[config.mk]
export PLATFORM = sky130hd
export DESIGN_NAME = trace_ref_scoreboard
export DESIGN_NICKNAME = d
export VERILOG_FILES = /design/src/rtl/trace_ref_scoreboard.sv
export SDC_FILE = /design/constraint.sdc
export NUM_CORES = 2
export LEC_CHECK = 0
export ABC_AREA = 1
export BUFFER_PORTS_ARGS = -buffer_cell sky130_fd_sc_hd__buf_2
export CAP_MARGIN = 10
export CORE_MARGIN = 4
export CORE_UTILIZATION = 59
export CTS_CLUSTER_SIZE = 16
export DETAILED_ROUTE_END_ITERATION = 8
export PLACE_DENSITY_LB_ADDON = 0.2
export SLEW_MARGIN = 15
export SYNTH_ARGS = -nofsm -noshare
export SYNTH_HDL_FRONTEND = slang
export SYNTH_SLANG_ARGS = --single-unit
[constraint.sdc]
create_clock -name clk -period 2.7 [get_ports clk]
set_input_delay 0.27 -clock clk [delete_from_list [all_inputs] [get_ports clk]]
set_output_delay 0.27 -clock clk [all_outputs]
set_load 0.02 [all_outputs]
[src/rtl/trace_ref_scoreboard.sv]
module trace_ref_scoreboard #(
  parameter int LINES  = 64,
  parameter int TRACES = 4,
  parameter int CW     = 4,
  parameter int LW     = $clog2(LINES),
  parameter int TW     = $clog2(TRACES)
) (
  input  logic              clk,
  input  logic              rst_n,
  input  logic              iss_vld,
  input  logic [LW-1:0]     iss_line,
  input  logic [TW-1:0]     iss_trace,
  input  logic              ret_vld,
  input  logic [LW-1:0]     ret_line,
  input  logic [TW-1:0]     ret_trace,
  input  logic [TRACES-1:0] squash,
  output logic [LINES-1:0]  line_free,
  output logic              err_ovf,
  output logic              err_udf
);
  localparam int CELLS = LINES * TRACES;

  logic [CELLS-1:0] ovf_hit, udf_hit;

  for (genvar r = 0; r < LINES; r++) begin : g_row
    logic [TRACES-1:0] empty;
    for (genvar t = 0; t < TRACES; t++) begin : g_col
      logic [CW-1:0] cnt;
      logic inc, dec, full, zero;
      assign inc  = iss_vld && iss_line == LW'(r) && iss_trace == TW'(t);
      assign dec  = ret_vld && ret_line == LW'(r) && ret_trace == TW'(t);
      assign full = &cnt;
      assign zero = ~|cnt;

      always_ff @(posedge clk) begin
        if (!rst_n)                    cnt <= '0;
        else if (squash[t])            cnt <= '0;
        else if (inc && !dec && !full) cnt <= cnt + 1'b1;
        else if (dec && !inc && !zero) cnt <= cnt - 1'b1;
      end

      assign ovf_hit[r*TRACES+t] = !squash[t] && inc && !dec && full;
      assign udf_hit[r*TRACES+t] = !squash[t] && dec && !inc && zero;
      assign empty[t] = zero;
    end
    assign line_free[r] = &empty;
  end

  always_ff @(posedge clk) begin
    if (!rst_n) begin
      err_ovf <= 1'b0;
      err_udf <= 1'b0;
    end else begin
      err_ovf <= |ovf_hit;
      err_udf <= |udf_hit;
    end
  end
endmodule

# Word-level counts from Yosys, hierarchy flattened

Index checks and enable logic that the tools add are counted.

Bits in registers: 1026
Input bits: 24
Output and inout port bits: 66
Logic and storage cells: 6485

Add/subtract/negate cells: 512
Equality and inequality tests: 132
Muxes and demuxes: 512
Bitwise gates (word level): 1
Reduce and logical (&&, ||, !) cells: 5070

Operators by type and width:

| operator              | count |
|---|---|
| $logic_and A1 B1 Y1   | 3200 |
| $mux W4               | 512 |
| $reduce_and A4 Y1     | 320 |
| $logic_not A1 Y1      | 1028 |
| $add A4 B1 Y4 const B | 256 |
| $reduce_or A4 Y1      | 256 |
| $sub A4 B1 Y4 const B | 256 |
| $reduce_bool A2 Y1    | 256 |
| $reduce_or A256 Y1    | 2 |
| $eq A6 B6 Y1 const B  | 64 |
| $eq A6 B5 Y1 const B  | 32 |
| $eq A6 B4 Y1 const B  | 16 |
| $eq A6 B3 Y1 const B  | 8 |
| $eq A6 B2 Y1 const B  | 4 |
| $eq A6 B1 Y1 const B  | 2 |
| $logic_not A6 Y1      | 2 |
| $eq A2 B2 Y1 const B  | 4 |
| $reduce_or A2 Y1      | 4 |
| $eq A2 B1 Y1 const B  | 2 |
| $logic_not A2 Y1      | 2 |
| $not A1 Y1            | 1 |

# Longest topological paths before layout

Word-level depth: 8
Depth in mapped cells: 17
Depth with buffers taken out: 16

# Worst setup path after synthesis

No wires, ideal clock.

Path type: in2reg
From: input iss_trace[1]
To: register g_row[48].g_col[0].cnt[3]
Setup time: 122 ps
Arrival time: 2429 ps
Data required time: 2578 ps
Path slack: 149 ps
Stages on the path: 13
Buffers on the path: 1
Cells stage by stage: nor2_1 inv_2 buf_2 nor3_1 nand3_1 ha_1 and3_1 a211oi_1 inv_1 o21ai_0 o21ai_0 o21ai_0 a21oi_1

Cells in the longest elaborated chain, start to end: 6
Elaborated cells between the ends (all ways): 9
Those cells by class: mux: 1; reduce/logical: 8

Ends and longest elaborated chain:

| what                                | line | source |
|---|---|---|
| from (decl)                         | 12   | `input logic [TW-1:0] iss_trace,` |
| $logic_not A2 Y1 *                  | 30   | `assign inc = iss_vld && iss_line == LW'(r) && iss_trace == TW'(t);` |
| $logic_and A1 B1 Y1 *               | 30   |  |
| $logic_not A1 Y1                    | 39   | `else if (dec && !inc && !zero) cnt <= cnt - 1'b1;` |
| $logic_and A1 B1 Y1 (2 in a row)    | 39   |  |
| $reduce_bool A2 Y1 (no source line) | --   |  |
| to (signal assigned)                | 38   | `else if (inc && !dec && !full) cnt <= cnt + 1'b1;` |
| to (signal assigned)                | 39   |  |
| to (decl)                           | 28   | `logic [CW-1:0] cnt;` |

Every way passes the cells marked *; elsewhere a longest branch is shown, timed or not.
A chain may end at the register's enable or synchronous reset.

# Final worst setup path

From: register g_row[51].g_col[3].cnt[0]
To: output line_free[51]

Cells in the longest elaborated chain, start to end: 3

Ends and longest elaborated chain:

| what                   | line | source |
|---|---|---|
| from (decl)            | 28   |  |
| from (signal assigned) | 38   |  |
| from (signal assigned) | 39   |  |
| $reduce_or A4 Y1       | 33   | `assign zero = ~\|cnt;` |
| $logic_not A1 Y1       | 33   |  |
| $reduce_and A4 Y1      | 46   | `assign line_free[r] = &empty;` |
| to (decl)              | 17   | `output logic [LINES-1:0] line_free,` |

Every way passes these cells.

==> flow_summary.yaml <==
finish:
  post-route-util: 0.737
  drive_gt1_frac: 0.146
  multi_input_area_mm2: 0.0506
  mostFrequentLayoutCells: "nor2_1, nand3_1, nand2_1"
  final_area_mm2: 0.0945
  layout.cells.most_common: "nor2_1"
  nFillCells: 10097
  area_delta_synth_final_pct: 23.4
  regArea_mm2: 0.0205
  final_nets: 13485
drt:
  via_per_inst: 5.98
  first_pass_iters: 9
  routed_wirelength_um: 276000
  antenna_left: 0
  drt_iter0_drc: 8784
  drc: 0
  wl_per_cell_um: 19.0
  vias: 86809
logic_synthesis:
  syn_inst: 11310
  synthDistinctLibCells: 31
  ys_seq_area_frac: 0.268
  netlist_area_mm2: 0.0766
  synth_seq_cells: 1026
  syn-num-nets: 12102
  avgSynthCellArea_um2: 6.77
  synth-warning-count: 0
critical_path:
  cp.arrival_ns: 2.44
  cp_max_fo: 6
  crit_path_end_kind: "output port"
  cp_data_required_time_ns: 2.43
  worstSetupPathType: "register to output port"
  start_kind: "register"
clock_network:
  h-tree-depth: 3
  cts_tree: "done"
  cts_sinks: 1026
  cts-root-buf: "clkbuf_16"
  post-cts-setup-buffer-count: 0
  clockBufferDepth: 3
  numCtsBuffers: 116
  hold_buffers: 0
  clk_pin_slew_worst_paths_ns: 0.06
  clk_latency_ns: 0.76
power:
  p_total_uw: 35400
  seqPwrFrac: 0.429
  p_switching_uw: 8800
  combPwrFrac: 0.070
  p_leak_uw: 0.0421
  peakVddDrop_v: 0.000577
  pwr_density_cell_mw_per_mm2: 374
  swShare: 0.249
  p_int_uw: 26600
  clockPowerShare: 0.501
sta:
  fmax_mhz: 369
  post-route-min-period_ns: 2.71
  rsz0062_at_grt: "no"
  fin_ws_ns: -0.00783
  slew_viol_final: 0
  hold_viol_final: 0
  tightest_slew_ns: 0.830
  post-route-period-util: 1.00
  max_slew_margin: 0.442
  clock_skew_ns: 0.0293
  setup_viol_count_final: 1
placed_design:
  io_buffer_count: 89
  placed_cell_area_mm2: 0.0902
  dp_hpwl_um: 206000
  gp_congestion: 1.02
global_route:
  antenna_found_initial: 20
  grt_use_total: 0.393
  grt_pass1_vias: 82905
  grt_remaining_overflow: 0
  grt_max_degree: 147
  grt_pass1_wl_um: 431000
floorplan:
  fp.dieH_um: 368
  die-area_mm2: 0.136
  rows: 131
  die_w_um: 368
  ios: 90
  start_util: 0.597
  coreArea_mm2: 0.128
worst_hold_path:
  worstHoldPathType: "input port to register"
outcome:
  status: "finished, violations left"
  violations: "negative setup slack"
run:
  drv_cap: 0
-- metrics by stage --
| stage | hold slack, ns | instances | setup TNS (ns) | worst slack, ns |
|---|---|---|---|---|
| 2_1_floorplan | 0.452 | 11310 | 0 | 0.149 |
| 3_5_place_dp | 0.475 | 14304 | -54.90 | -0.441 |
| 5_1_grt | 0.0400 | 14517 | 0 | 0.00418 |
| 4_1_cts | 0.00517 | 14514 | 0 | 0.00653 |
| 3_3_place_gp | 0.467 | 14304 | -29.21 | -0.299 |
| 6_report | 0.0291 | 14526 | -0.00783 | -0.00783 |
-- critical path, stage by stage, from the launching register on --
cell,delay (ns)
dfxtp_1,0.37
nor2_1,0.12
nand3_1,0.14
nor4_1,0.76
buf_2,0.30
-- logic make-up after synthesis --
group	after synthesis	share of synthesized area
and+or+nand+nor	5576	0.324
adders and majority gates	768	0.151
AOI/OAI and AO/OA	2218	0.155
xor gates and xnor gates	256	0.0293
buffers and inverters	1466	0.0727
DFF	1026	0.268
-- state kept, by name, indices dropped and copies added, names as in the netlist --
register / cells
err_ovf: 1
err_udf: 1
g_row.g_col.cnt: 1024
-- power by group through the flow --
stage,combinational [uW],clock (uW),sequential (uW)
2_1_floorplan,949,0,15500
3_3_place_gp,2290,0,15500
3_5_place_dp,2320,0,15500
4_1_cts,2340,17800,15200
5_1_grt,2500,18400,15200
6_report,2470,17700,15200
-- Yosys cell counts --
library cell / count / area, um2
nand2_1: 1372 / 5150
o21ai_0: 1137 / 5690
buf_1: 2 / 7.51
nand4_1: 260 / 1630
or2_0: 15 / 93.8
a211oi_1: 255 / 1910
dfxtp_1: 1026 / 20500
o21a_1: 51 / 383
clkinv_1: 1 / 3.75
nor2_1: 1931 / 7250
nand3_2: 2 / 20.0
nand3_1: 1477 / 7390
or2_1: 29 / 181
nand3b_1: 50 / 375
ha_1: 512 / 6410
a2111oi_0: 2 / 17.5
fa_1: 256 / 5120
inv_1: 1188 / 4460
a21oi_1: 772 / 3860
nor4_1: 64 / 400
clkbuf_1: 228 / 856
xor2_1: 250 / 2190
buf_2: 37 / 185
a2111oi_1: 1 / 10.0
and3_1: 252 / 1580
nor3_1: 15 / 75.1
xnor2_1: 6 / 52.6
or2_2: 102 / 638
buf_4: 4 / 30.0
inv_2: 6 / 22.5
nor2_2: 7 / 43.8
-- worst paths after layout --
check                       startpoint                        end  slack [ns]  cells past startpoint
min reg2reg  g_row[34].g_col[1].cnt[3]  g_row[34].g_col[1].cnt[3]        0.48                      2
max reg2reg  g_row[15].g_col[2].cnt[1]                    err_udf        0.31                     14
min                              rst_n                    err_udf        0.03                      4
max          g_row[51].g_col[3].cnt[0]              line_free[51]      -0.008                      4
-- routing by layer --
layer  routed length (um)  vias up  track usage  part of all wire
met2               118000     4357        0.619              0.43
li1                     -    41111            -                 -
met1               103000    40116        0.480              0.37
met5                   47        -            0           0.00017
met4                21000        6        0.244             0.076
met3                34100     1219        0.102              0.12
-- timing repair --
item | in CTS | in global routing
endpoints found under the setup margin | 0 | 7
resized for setup | 0 | 7
hold endpoints to repair | 0 | 0
-- layout make-up --
class / count / area share
Timing Repair Buffer: 1536 / 0.132
Clock inverter: 52 / 0.00845
Multi-Input combinational cell: 8818 / 0.535
Clock buffer: 158 / 0.0362
Inverter: 1195 / 0.0476
Tap cell: 1729 / 0.0229
Antenna cell: 12 / 0.000318
Sequential cell: 1026 / 0.217
No activity file was read; power rests on OpenSTA's default activity.
